$ cat src/rtl/rgb_timer_pkg.sv
package rgb_timer_pkg;
  // Raw strobe decode for one pixel position, before polarity.
  typedef struct packed {
    logic hs;
    logic vs;
    logic de;
  } strobe_t;
endpackage

$ cat src/rtl/rgb_span_counter.sv
// Wrapping up-counter: counts 0 .. limit-1 while step is high.
module rgb_span_counter #(
  parameter int W = 18
) (
  input  logic         clk,
  input  logic         rst,
  input  logic         clr,
  input  logic         step,
  input  logic [W-1:0] limit,
  output logic [W-1:0] cnt,
  output logic         wrap
);
  logic [W:0] nxt;

  assign nxt  = {1'b0, cnt} + 1'b1;
  // A limit of 0 or 1 wraps every step.
  assign wrap = step && (nxt >= {1'b0, limit});

  always_ff @(posedge clk) begin
    if (rst || clr)
      cnt <= '0;
    else if (step)
      cnt <= wrap ? '0 : nxt[W-1:0];
  end
endmodule

$ cat src/rtl/rgb_window_decode.sv
// Decodes sync and enable windows from the pixel and line indices.
module rgb_window_decode
  import rgb_timer_pkg::*;
#(
  parameter int H_W  = 18,
  parameter int V_W  = 16,
  parameter int HS_W = 14,
  parameter int VS_W = 18
) (
  input  logic [H_W-1:0]  h_idx,
  input  logic [V_W-1:0]  v_idx,
  input  logic [HS_W-1:0] hs_width,
  input  logic [H_W-1:0]  h_wait,
  input  logic [H_W-1:0]  h_valid,
  input  logic [VS_W-1:0] vs_width,
  input  logic [V_W-1:0]  v_wait,
  input  logic [V_W-1:0]  v_active,
  output strobe_t         raw
);
  localparam int HC_W = ((H_W > HS_W) ? H_W : HS_W) + 1;
  localparam int VC_W = ((V_W > VS_W) ? V_W : VS_W) + 1;

  logic [HC_W-1:0] h_ext, hs_ext, hw_ext, h_end;
  logic [VC_W-1:0] v_ext, vs_ext, vw_ext, v_end;
  logic            h_in, v_in;

  always_comb begin
    h_ext  = HC_W'(h_idx);
    hs_ext = HC_W'(hs_width);
    hw_ext = HC_W'(h_wait);
    h_end  = HC_W'(h_wait) + HC_W'(h_valid);
    v_ext  = VC_W'(v_idx);
    vs_ext = VC_W'(vs_width);
    vw_ext = VC_W'(v_wait);
    v_end  = VC_W'(v_wait) + VC_W'(v_active);
    h_in   = (h_ext >= hw_ext) && (h_ext < h_end);
    v_in   = (v_ext >= vw_ext) && (v_ext < v_end);
    raw.hs = h_ext < hs_ext;
    raw.vs = v_ext < vs_ext;
    raw.de = h_in && v_in;
  end
endmodule

$ cat src/rtl/rgb_out_stage.sv
// Two register stages: the first yields the pixel request, the second
// applies gating and polarity so the strobes trail the request by one clock.
module rgb_out_stage
  import rgb_timer_pkg::*;
(
  input  logic    clk,
  input  logic    rst,
  input  logic    run,
  input  strobe_t raw,
  input  logic    sync_en,
  input  logic    hs_pol,
  input  logic    vs_pol,
  input  logic    de_pol,
  output logic    hsync,
  output logic    vsync,
  output logic    de,
  output logic    pix_req
);
  strobe_t s1;

  always_ff @(posedge clk) begin
    if (rst)
      s1 <= '0;
    else
      s1 <= run ? raw : '0;
  end

  assign pix_req = s1.de;

  always_ff @(posedge clk) begin
    if (rst) begin
      hsync <= ~hs_pol;
      vsync <= ~vs_pol;
      de    <= ~de_pol;
    end else begin
      hsync <= (sync_en && s1.hs) ? hs_pol : ~hs_pol;
      vsync <= (sync_en && s1.vs) ? vs_pol : ~vs_pol;
      de    <= s1.de ? de_pol : ~de_pol;
    end
  end
endmodule

$ cat src/rtl/rgb_buf_swap.sv
// Holds the pending frame address; promotes it at frame start.
module rgb_buf_swap #(
  parameter int A_W = 32
) (
  input  logic           clk,
  input  logic           rst,
  input  logic           wr,
  input  logic [A_W-1:0] wr_addr,
  input  logic           swap,
  output logic [A_W-1:0] cur_buf,
  output logic           frame_start
);
  logic [A_W-1:0] pend;

  always_ff @(posedge clk) begin
    if (rst) begin
      pend        <= '0;
      cur_buf     <= '0;
      frame_start <= 1'b0;
    end else begin
      if (wr)
        pend <= wr_addr;
      if (swap)
        cur_buf <= pend;
      frame_start <= swap;
    end
  end
endmodule

$ cat src/rtl/rgb_panel_timer.sv
module rgb_panel_timer
  import rgb_timer_pkg::*;
#(
  parameter int H_W  = 18,
  parameter int V_W  = 16,
  parameter int HS_W = 14,
  parameter int VS_W = 18,
  parameter int A_W  = 32
) (
  input  logic            clk,
  input  logic            rst,
  input  logic [H_W-1:0]  cfg_h_total,
  input  logic [HS_W-1:0] cfg_hs_width,
  input  logic [H_W-1:0]  cfg_h_wait,
  input  logic [H_W-1:0]  cfg_h_valid,
  input  logic [V_W-1:0]  cfg_v_total,
  input  logic [VS_W-1:0] cfg_vs_width,
  input  logic [V_W-1:0]  cfg_v_wait,
  input  logic [V_W-1:0]  cfg_v_active,
  input  logic            cfg_hs_pol,
  input  logic            cfg_vs_pol,
  input  logic            cfg_de_pol,
  input  logic            cfg_clk_fall,
  input  logic            mode_en,
  input  logic            sync_en,
  input  logic            fifo_empty,
  input  logic            next_buf_wr,
  input  logic [A_W-1:0]  next_buf_addr,
  output logic            hsync,
  output logic            vsync,
  output logic            de,
  output logic            pix_req,
  output logic            dclk_fall,
  output logic            run_status,
  output logic            frame_start,
  output logic [A_W-1:0]  cur_buf
);
  logic [H_W-1:0] h_idx;
  logic [V_W-1:0] v_idx;
  logic           h_wrap, v_wrap;
  logic           origin;
  strobe_t        raw;

  // Run control: start on request, stop only once the supply is drained.
  always_ff @(posedge clk) begin
    if (rst) begin
      run_status <= 1'b0;
      dclk_fall  <= 1'b0;
    end else begin
      dclk_fall <= cfg_clk_fall;
      if (!run_status && mode_en)
        run_status <= 1'b1;
      else if (run_status && !mode_en && fifo_empty)
        run_status <= 1'b0;
    end
  end

  rgb_span_counter #(.W(H_W)) u_hcnt (
    .clk(clk), .rst(rst), .clr(!run_status), .step(run_status),
    .limit(cfg_h_total), .cnt(h_idx), .wrap(h_wrap)
  );

  rgb_span_counter #(.W(V_W)) u_vcnt (
    .clk(clk), .rst(rst), .clr(!run_status), .step(h_wrap),
    .limit(cfg_v_total), .cnt(v_idx), .wrap(v_wrap)
  );

  assign origin = run_status && (h_idx == '0) && (v_idx == '0);

  rgb_window_decode #(.H_W(H_W), .V_W(V_W), .HS_W(HS_W), .VS_W(VS_W)) u_dec (
    .h_idx(h_idx), .v_idx(v_idx), .hs_width(cfg_hs_width),
    .h_wait(cfg_h_wait), .h_valid(cfg_h_valid), .vs_width(cfg_vs_width),
    .v_wait(cfg_v_wait), .v_active(cfg_v_active), .raw(raw)
  );

  rgb_out_stage u_out (
    .clk(clk), .rst(rst), .run(run_status), .raw(raw), .sync_en(sync_en),
    .hs_pol(cfg_hs_pol), .vs_pol(cfg_vs_pol), .de_pol(cfg_de_pol),
    .hsync(hsync), .vsync(vsync), .de(de), .pix_req(pix_req)
  );

  rgb_buf_swap #(.A_W(A_W)) u_swap (
    .clk(clk), .rst(rst), .wr(next_buf_wr), .wr_addr(next_buf_addr),
    .swap(origin), .cur_buf(cur_buf), .frame_start(frame_start)
  );

  logic unused_wrap;
  assign unused_wrap = v_wrap;
endmodule

$ cat config.mk
export PLATFORM = sky130hd
export DESIGN_NAME = rgb_panel_timer
export DESIGN_NICKNAME = d
export VERILOG_FILES = /design/src/rtl/rgb_timer_pkg.sv /design/src/rtl/rgb_span_counter.sv /design/src/rtl/rgb_window_decode.sv /design/src/rtl/rgb_out_stage.sv /design/src/rtl/rgb_buf_swap.sv /design/src/rtl/rgb_panel_timer.sv
export SDC_FILE = /design/constraint.sdc
export NUM_CORES = 1
export LEC_CHECK = 0
export BUFFER_PORTS_ARGS = -buffer_cell sky130_fd_sc_hd__buf_2
export CAP_MARGIN = 0
export CORE_AREA = 8 8 130 132
export DETAILED_ROUTE_END_ITERATION = 16
export DIE_AREA = 0 0 138 140
export PLACE_DENSITY = 0.92
export SLEW_MARGIN = 20
export SYNTH_ARGS = -nofsm -noshare
export SYNTH_HDL_FRONTEND = slang
export SYNTH_SLANG_ARGS = --single-unit
$ cat constraint.sdc
create_clock -name clk -period 10.7 [get_ports clk]
set_clock_uncertainty 0.15 [all_clocks]
set_input_delay 2.14 -clock clk [delete_from_list [all_inputs] [get_ports clk]]
set_output_delay 2.14 -clock clk [all_outputs]
set_load 0.01 [all_outputs]
==> metrics.yaml, run 1 <==
timing:
  hold-worst-slack_ns: 0.297
  max_freq_ghz: 0.178
  rsz0062_at_grt: "false"
  slew_headroom_pct: 34.4
  period_minus_slack_ns: 5.60
  finalSetupViolations: 0
  tns_ns: 0
  timing.final.hold_violations: 0
  tightest_slew_ns: 0.983
  post-route-period-util_pct: 52.4
  slew_viol_final: 0
critical_path:
  critPathKind: "input pin to flip-flop"
  crit_required_ns: 10.77
  crit_path_max_fanout: 3
  cp-end-kind: "flip-flop"
  start_kind: "input pin"
  cp_data_arrival_time_ns: 5.67
placement:
  dpl.hpwl_um: 18700
  dp_cells: 1430
  routabilityCongestion: 0.882
  io_buffers: 214
clock_tree:
  cts_made_buffers: 9
  clockBufferDepth: 2
  cts_sinks: 107
  hold_buffers: 0
  cts-root-buf: "clkbuf_16"
  cts.repair.resized: 0
  clk_pin_slew_ns: 0.07
  postCtsSetupRepairBufs: 0
  ctsHtreeMaxLevel: 3
  insertion_delay_ns: 0.34
  cts_tree: "yes"
detailed_routing:
  wl_per_cell_um: 15.9
  drc_errors: 0
  vias_per_cell: 5.62
  detail-route-antenna-nets: 0
  drt-initial-drc-count: 565
  firstDrtPassIters: 5
  wl_um: 22900
  via_count: 8124
synthesis:
  syn-num-nets: 1395
  ys_ff_latch: 107
  synth_top_flop_cell: "dfxtp_1"
  synthCells: 1051
  synth_edf_count: 0
  yosys.area.top_type: "dfxtp_1"
  async_flop_share_pct: 0
  seq_area_frac_synth_pct: 24.9
  synthTopCellsByArea: "dfxtp_1 25%, ha_1 24%, xor2_1 5.1%"
  synth_top_area_share_pct: 24.9
  netlist_area_um2: 8600
  synth_cell_types: 54
  synth_warnings: 0
  syn_avg_cell_area_um2: 8.18
final_layout:
  multi_input_area_um2: 5930
  final-seq-area_um2: 2140
  drive_gt1_share_pct: 19.6
  final_cell_count_no_fill: 1446
  diodes: 0
  area_growth_pct: 18.1
  finish.utilization_pct: 68.4
  finalNetCount: 1597
  nFillCells: 1150
pwr:
  swShare_pct: 29.3
  switching_power_uw: 290
  p_per_area_nw_per_um2: 97.5
  p_comb_share_pct: 22.0
  pwr-share-seq_pct: 42.1
  p_int_uw: 701
  leakage_nw: 5.67
  ir_drop_mv: 0.0733
  power.share.clock_pct: 35.9
floorplanning:
  rows: 45
  pin_count: 215
  initial_core_util_pct: 57.9
  die_area_um2: 19300
  die_y_um: 140
  coreArea_um2: 14900
  dieWidth_um: 138
global_route:
  use_met2_pct: 39.3
  antenna_found_initial: 0
  grt_max_degree: 72
  grt_pass1_vias: 8060
  globalRouteMet1Util_pct: 26.9
  grt_use_total_pct: 22.6
  grt_overflow: 0
  use_met3_pct: 3.55
  grt_pass1_wl_um: 37200
  busiest_layer: "met2"
run_status:
  status: "completed"
job:
  drv_cap: 0
min_path:
  hp-class: "flip-flop to flip-flop"
-- synthesized netlist by cell type (3+ instances only) --
cell type  count
o21bai_1       4
o41ai_1        3
a21boi_0       3
dfxtp_1      107
a311oi_1       3
nand2b_1      10
o21ai_0       27
nor2b_1       18
nor3_1        17
o31ai_1        6
inv_1        114
ha_1         166
a2111oi_0      5
a211oi_1      13
mux2i_1       32
nand4_1       14
xor2_1        50
nand3_1       29
nor4_1         8
nor2_1        78
or3_1          5
buf_1          5
and3_1        27
xnor2_1       23
clkbuf_1      19
a21o_1        33
a21oi_1       85
nand2_1      106
and3_4         3
and2_1         3
o21a_1         5
-- path summary, 6_finish.rpt --
check	start	end	slack [ns]	cells past startpoint
setup / recovery	cfg_h_wait[0]	u_out.pix_req	5.10	18
hold reg to reg	u_swap.cur_buf[26]	u_swap.cur_buf[26]	0.30	2
setup reg to reg	u_hcnt.cnt[2]	u_vcnt.cnt[14]	5.95	16
hold / removal	u_swap.cur_buf[26]	u_swap.cur_buf[26]	0.30	2
-- cell usage in the layout, fill, tap and decap left out, types with 4 or more instances in the layout --
master,synthesis,layout
a2111oi_0,5,5
a211oi_1,13,13
a21o_1,33,33
a21oi_1,85,85
and3_1,27,27
buf_2,1,214
clkbuf_16,0,9
dfxtp_1,107,107
ha_1,166,166
inv_1,114,114
mux2i_1,32,32
nand2_1,106,106
nand2b_1,10,10
nand3_1,29,29
nand4_1,14,14
nor2_1,78,78
nor2b_1,18,18
nor3_1,17,16
nor4_1,8,8
o21a_1,5,5
o21ai_0,27,27
o21bai_1,4,4
o31ai_1,6,6
or3_1,5,4
xnor2_1,23,23
xor2_1,50,50
-- final cells by class --
class | count | area share [%]
repair buffers | 217 | 10.8
flip-flops and latches | 107 | 21.1
clock inverters | 7 | 1.01
multi-input cells | 804 | 58.4
well taps | 188 | 2.31
inverters | 114 | 4.21
clock buffers | 9 | 2.22
-- per-stage QoR --
step | setup slack, ns | power [mW] | area [µm²]
2_1_floorplan | 5.32 | 0.566 | 8600
3_5_place_dp | 4.75 | 0.642 | 9830
5_1_grt | 4.82 | 1.04 | 10200
4_1_cts | 5.11 | 0.997 | 10200
6_report | 5.10 | 0.991 | 10200
3_3_place_gp | 4.89 | 0.633 | 9830
-- registers in the layout (all words and copies together) (netlist names) --
signal              flops
u_out.s1                2
u_hcnt.cnt             18
u_out.vsync             1
u_swap.pend            32
run_status              1
u_out.pix_req           1
u_out.hsync             1
dclk_fall               1
u_swap.frame_start      1
u_vcnt.cnt             16
u_out.de                1
u_swap.cur_buf         32
-- cell families after synthesis --
kind of cell,Yosys count,synth area share [%]
and+or+nand+nor,328,18.3
AOI/OAI and AO/OA,202,14.7
adders and majority gates,168,24.6
buffers and inverters,140,6.17
DFF,107,24.9
xor gates and xnor gates,74,7.62
muxes,32,3.72
-- power by group through the flow --
stage / Sequential, mW / Combinational (mW) / Clock [mW]
after floorplan: 0.427 / 0.139 / 0
after global placement: 0.426 / 0.207 / 0
after detailed placement: 0.427 / 0.216 / 0
after CTS: 0.417 / 0.217 / 0.363
after global routing: 0.419 / 0.244 / 0.380
final: 0.417 / 0.218 / 0.356
-- routing by layer --
metal / share of wire (%) / wire [µm] / vias up
met5: 0 / 0 / -
li1: - / - / 4060
met2: 48 / 11000 / 303
met4: 3.4 / 777 / 0
met1: 43 / 9830 / 3693
met3: 5.7 / 1300 / 68
-- critical path: stages --
cell	delay [ns]
buf_2	0.11
ha_1	0.23
fa_1	0.40
a21oi_1	0.20
o221a_2	0.26
a21oi_1	0.09
a41o_1	0.27
o41ai_1	0.37
o21ai_0	0.26
xnor2_1	0.18
ha_1	0.31
nand4_1	0.09
nor2_1	0.16
a22oi_1	0.10
nand2_1	0.09
a31oi_1	0.04
a311oi_1	0.27
nor3_1	0.11
Note: power is estimated with default switching activity, not from simulation.
==> run 2, diff against run 1 <==
--- a/config.mk
+++ b/config.mk
@@ -7,10 +7,10 @@
 export LEC_CHECK = 0
 export BUFFER_PORTS_ARGS = -buffer_cell sky130_fd_sc_hd__buf_2
 export CAP_MARGIN = 0
-export CORE_AREA = 8 8 130 132
+export CORE_AREA = 8 8 141 143
 export DETAILED_ROUTE_END_ITERATION = 16
-export DIE_AREA = 0 0 138 140
-export PLACE_DENSITY = 0.92
+export DIE_AREA = 0 0 149 151
+export PLACE_DENSITY = 0.83
 export SLEW_MARGIN = 20
 export SYNTH_ARGS = -nofsm -noshare
 export SYNTH_HDL_FRONTEND = slang
==> constraint.sdc (replaced) <==
create_clock -name clk -period 4.85 [get_ports clk]
set_clock_uncertainty 0.15 [all_clocks]
set_input_delay 0.97 -clock clk [delete_from_list [all_inputs] [get_ports clk]]
set_output_delay 0.97 -clock clk [all_outputs]
set_load 0.01 [all_outputs]
==> run 2 against run 1 <==
Against the previous run:
- power increased by 120%
- global-route usage decreased by 2.5 points
- sequential cell count unchanged
- worst setup slack got worse by 4.6 ns
- design area increased by 0.55%
- die area increased by 16%
- wire length increased by 1.6%
- sequential share of layout area decreased by 0.12 points
- largest power group unchanged
- clock-buffer cell count unchanged
==> metrics.yaml, run 2 (synthesis results as in run 1) <==
critical_path:
  cp_num_buf_inv: 1  # unchanged
  cp.depth: 18  # unchanged
  r2r_slack_ns: 0.91  # was 5.95 ns
  crit_path_max_fanout: 3  # unchanged
  worst-r2r-cell-count: 17  # was 16
  crit_required_ns: 4.92  # was 10.77 ns
  cp_slowest_cell: "fa_1"  # unchanged
  start_kind: "input pin"  # unchanged
  crit_end: "u_out.pix_req"  # unchanged
  cpPeakStageDelay_ns: 0.41  # was 0.40 ns
  crit_chain: "buf_2 > ha_1 > fa_1 > a21oi_1 > o221a_2 > a21oi_1 > a41o_1 > o41ai_2 > o21ai_0 > xnor2_1 > ha_1 > nand4_1 > nor2_1 > a22oi_1 > nand2_1 > a31oi_1 > a311oi_1 > nor3_1"  # was buf_2 > ha_1 > fa_1 > a21oi_1 > o221a_2 > a21oi_1 > a41o_1 > o41ai_1 > o21ai_0 > xnor2_1 > ha_1 > nand4_1 > nor2_1 > a22oi_1 > nand2_1 > a31oi_1 > a311oi_1 > nor3_1
  rr_startpoint: "u_hcnt.cnt[2]"  # unchanged
  cp-startpoint: "cfg_h_wait[0]"  # unchanged
  r2r-end: "u_vcnt.cnt[14]"  # unchanged
  path_delay_family: "compound AO/OA/AOI/OAI gates"  # unchanged
  cp_data_arrival_time_ns: 4.45  # was 5.67 ns
  critPathKind: "input pin to flip-flop"  # unchanged
  cp-end-kind: "flip-flop"  # unchanged
final_layout:
  final_cell_count_no_fill: 1491  # was 1446
  finalNetCount: 1599  # was 1597
  multi_input_area_um2: 5940  # was 5930 µm²
  area_growth_pct: 18.8  # was 18.1%
  nFillCells: 1566  # was 1150
  drive_gt1_share_pct: 19.8  # was 19.6%
  final-seq-area_um2: 2140  # unchanged
  mostFrequentLayoutCells: "214 x buf_2, 166 x ha_1, 114 x inv_1, 107 x dfxtp_1, 106 x nand2_1"  # unchanged
  reg_top3: "u_swap.cur_buf (32), u_swap.pend (32), u_hcnt.cnt (18)"  # unchanged
  final_common_cell: "buf_2"  # unchanged
detailed_routing:
  drc_errors: 0  # unchanged
  met2RoutedLength_um: 11600  # was 11000 µm
  wl_um: 23300  # was 22900 µm
  drt-met1-wl_um: 10000  # was 9830 µm
  via_count: 7939  # was 8124
  wl_per_cell_um: 15.6  # was 15.9 µm
  top_layer: "met5"  # was met4
  drt-initial-drc-count: 391  # was 565
  wl_met3_um: 1220  # was 1300 µm
  detail-route-antenna-nets: 0  # unchanged
  firstDrtPassIters: 5  # unchanged
  vias_per_cell: 5.32  # was 5.62
timing:
  tns_ns: 0  # unchanged
  timing.final.hold_violations: 0  # unchanged
  tightest_slew_ns: 0.995  # was 0.983 ns
  finalSetupViolations: 0  # unchanged
  period_minus_slack_ns: 4.38
  hold-worst-slack_ns: 0.299  # was 0.297 ns
  rsz0062_at_grt: "false"  # unchanged
  max_freq_ghz: 0.228
  slew_viol_final: 0  # unchanged
  post-route-period-util_pct: 90.3
  slew_headroom_pct: 33.6  # was 34.4%
floorplanning:
  rows: 49  # was 45
  die_y_um: 151  # was 140 µm
  initial_core_util_pct: 48.7  # was 57.9%
  dieWidth_um: 149  # was 138 µm
  pin_count: 215  # unchanged
  die_area_um2: 22500  # was 19300 µm²
  coreArea_um2: 17700  # was 14900 µm²
clock_tree:
  clockBufferDepth: 2  # unchanged
  cts_made_buffers: 9  # unchanged
  ctsHtreeMaxLevel: 3  # unchanged
  postCtsSetupRepairBufs: 0  # unchanged
  cts-root-buf: "clkbuf_16"  # unchanged
  hold_buffers: 0  # unchanged
  cts_sinks: 107  # unchanged
  cts_tree: "yes"  # unchanged
  clk_pin_slew_ns: 0.08  # was 0.07 ns
  insertion_delay_ns: 0.35  # was 0.34 ns
pwr:
  leakage_nw: 5.67  # about the same
  ir_drop_mv: 0.211  # was 0.0733 mV
  p_per_area_nw_per_um2: 209  # was 97.5 nW/µm²
run_status:
  status: "completed"  # unchanged
job:
  drv_cap: 0  # unchanged
min_path:
  hp-class: "flip-flop to flip-flop"  # unchanged
global_route:
  grt_max_degree: 71  # was 72
  grt_overflow: 0  # unchanged
  grt_pass1_wl_um: 37300  # was 37200 µm
  grt_use_total_pct: 20.0  # was 22.6%
  grt_pass1_vias: 8007  # was 8060
  antenna_found_initial: 2  # was 0
placement:
  io_buffers: 214  # unchanged
  dp_cells: 1473  # was 1430
  dpl.hpwl_um: 19300  # was 18700 µm
  routabilityCongestion: 0.908  # was 0.882
==> run 2: how the worst min path moves through the flow <==
| stage | slack (ns) | endpoint | start | depth (start not counted) |
|---|---|---|---|---|
| after global routing | 0.31 | u_swap.cur_buf[2] | u_swap.cur_buf[2] | 2 |
| after floorplan | 0.29 | u_swap.cur_buf[0] | u_swap.pend[0] | 2 |
| after detailed placement | 0.29 | u_swap.cur_buf[20] | u_swap.cur_buf[20] | 2 |
| final | 0.30 | u_swap.cur_buf[0] | u_swap.cur_buf[0] | 2 |
| after CTS | 0.30 | u_swap.cur_buf[20] | u_swap.cur_buf[20] | 2 |
| after global placement | 0.28 | u_swap.cur_buf[3] | u_swap.cur_buf[3] | 2 |
==> run 2: worst reg2reg max path, delay by kind of cell (launching register included) <==
kind | cells | cell delay (ns)
AO/OA/AOI/OAI | 2 | 0.55
flip-flops | 1 | 0.52
AND/OR/NAND/NOR | 10 | 1.69
XOR/XNOR | 2 | 0.34
buffers and inverters | 2 | 0.29
adder cells (fa/ha/maj) | 1 | 0.30
==> run 2: repair_timing <==
item,in CTS,in global routing
setup endpoints to repair,0,1
hold endpoints to repair,0,0
resized for setup,0,1
==> run 2: area by class of cell <==
| class | instances | share of cell area (%) |
|---|---|---|
| inverter | 114 | 4.19 |
| timing repair buffer | 219 | 10.8 |
| multi-input combinational | 804 | 58.2 |
| tap | 229 | 2.80 |
| clock inverter | 7 | 0.784 |
| sequential | 107 | 21.0 |
| clock buffer | 9 | 2.20 |
| antenna | 2 | 0.0490 |
==> run 2: per-stage QoR <==
stage / power, mW / utilization [%] / setup WS [ns] / cell area [µm²]
CTS: 2.15 / 57.8 / 0.379 / 10200
detailed placement: 1.42 / 56.1 / 0.0228 / 9900
floorplan: 1.25 / - / 0.640 / 8600
global route: 2.26 / 57.9 / 0.154 / 10200
finish: 2.14 / 57.9 / 0.470 / 10200
global placement: 1.40 / 56.1 / 0.149 / 9900
==> run 2: layer usage <==
metal / vias up / GRT usage [%]
met5: - / 0
met3: 31 / 3.32
met4: 2 / 6.92
met1: 3616 / 24.1
li1: 4074 / -
met2: 216 / 35.5
==> run 2: report_power, final <==
part           internal, mW  switching, mW  total, mW
Combinational         0.220          0.263      0.483
Sequential            0.906         0.0152      0.921
Clock                 0.368          0.367      0.735
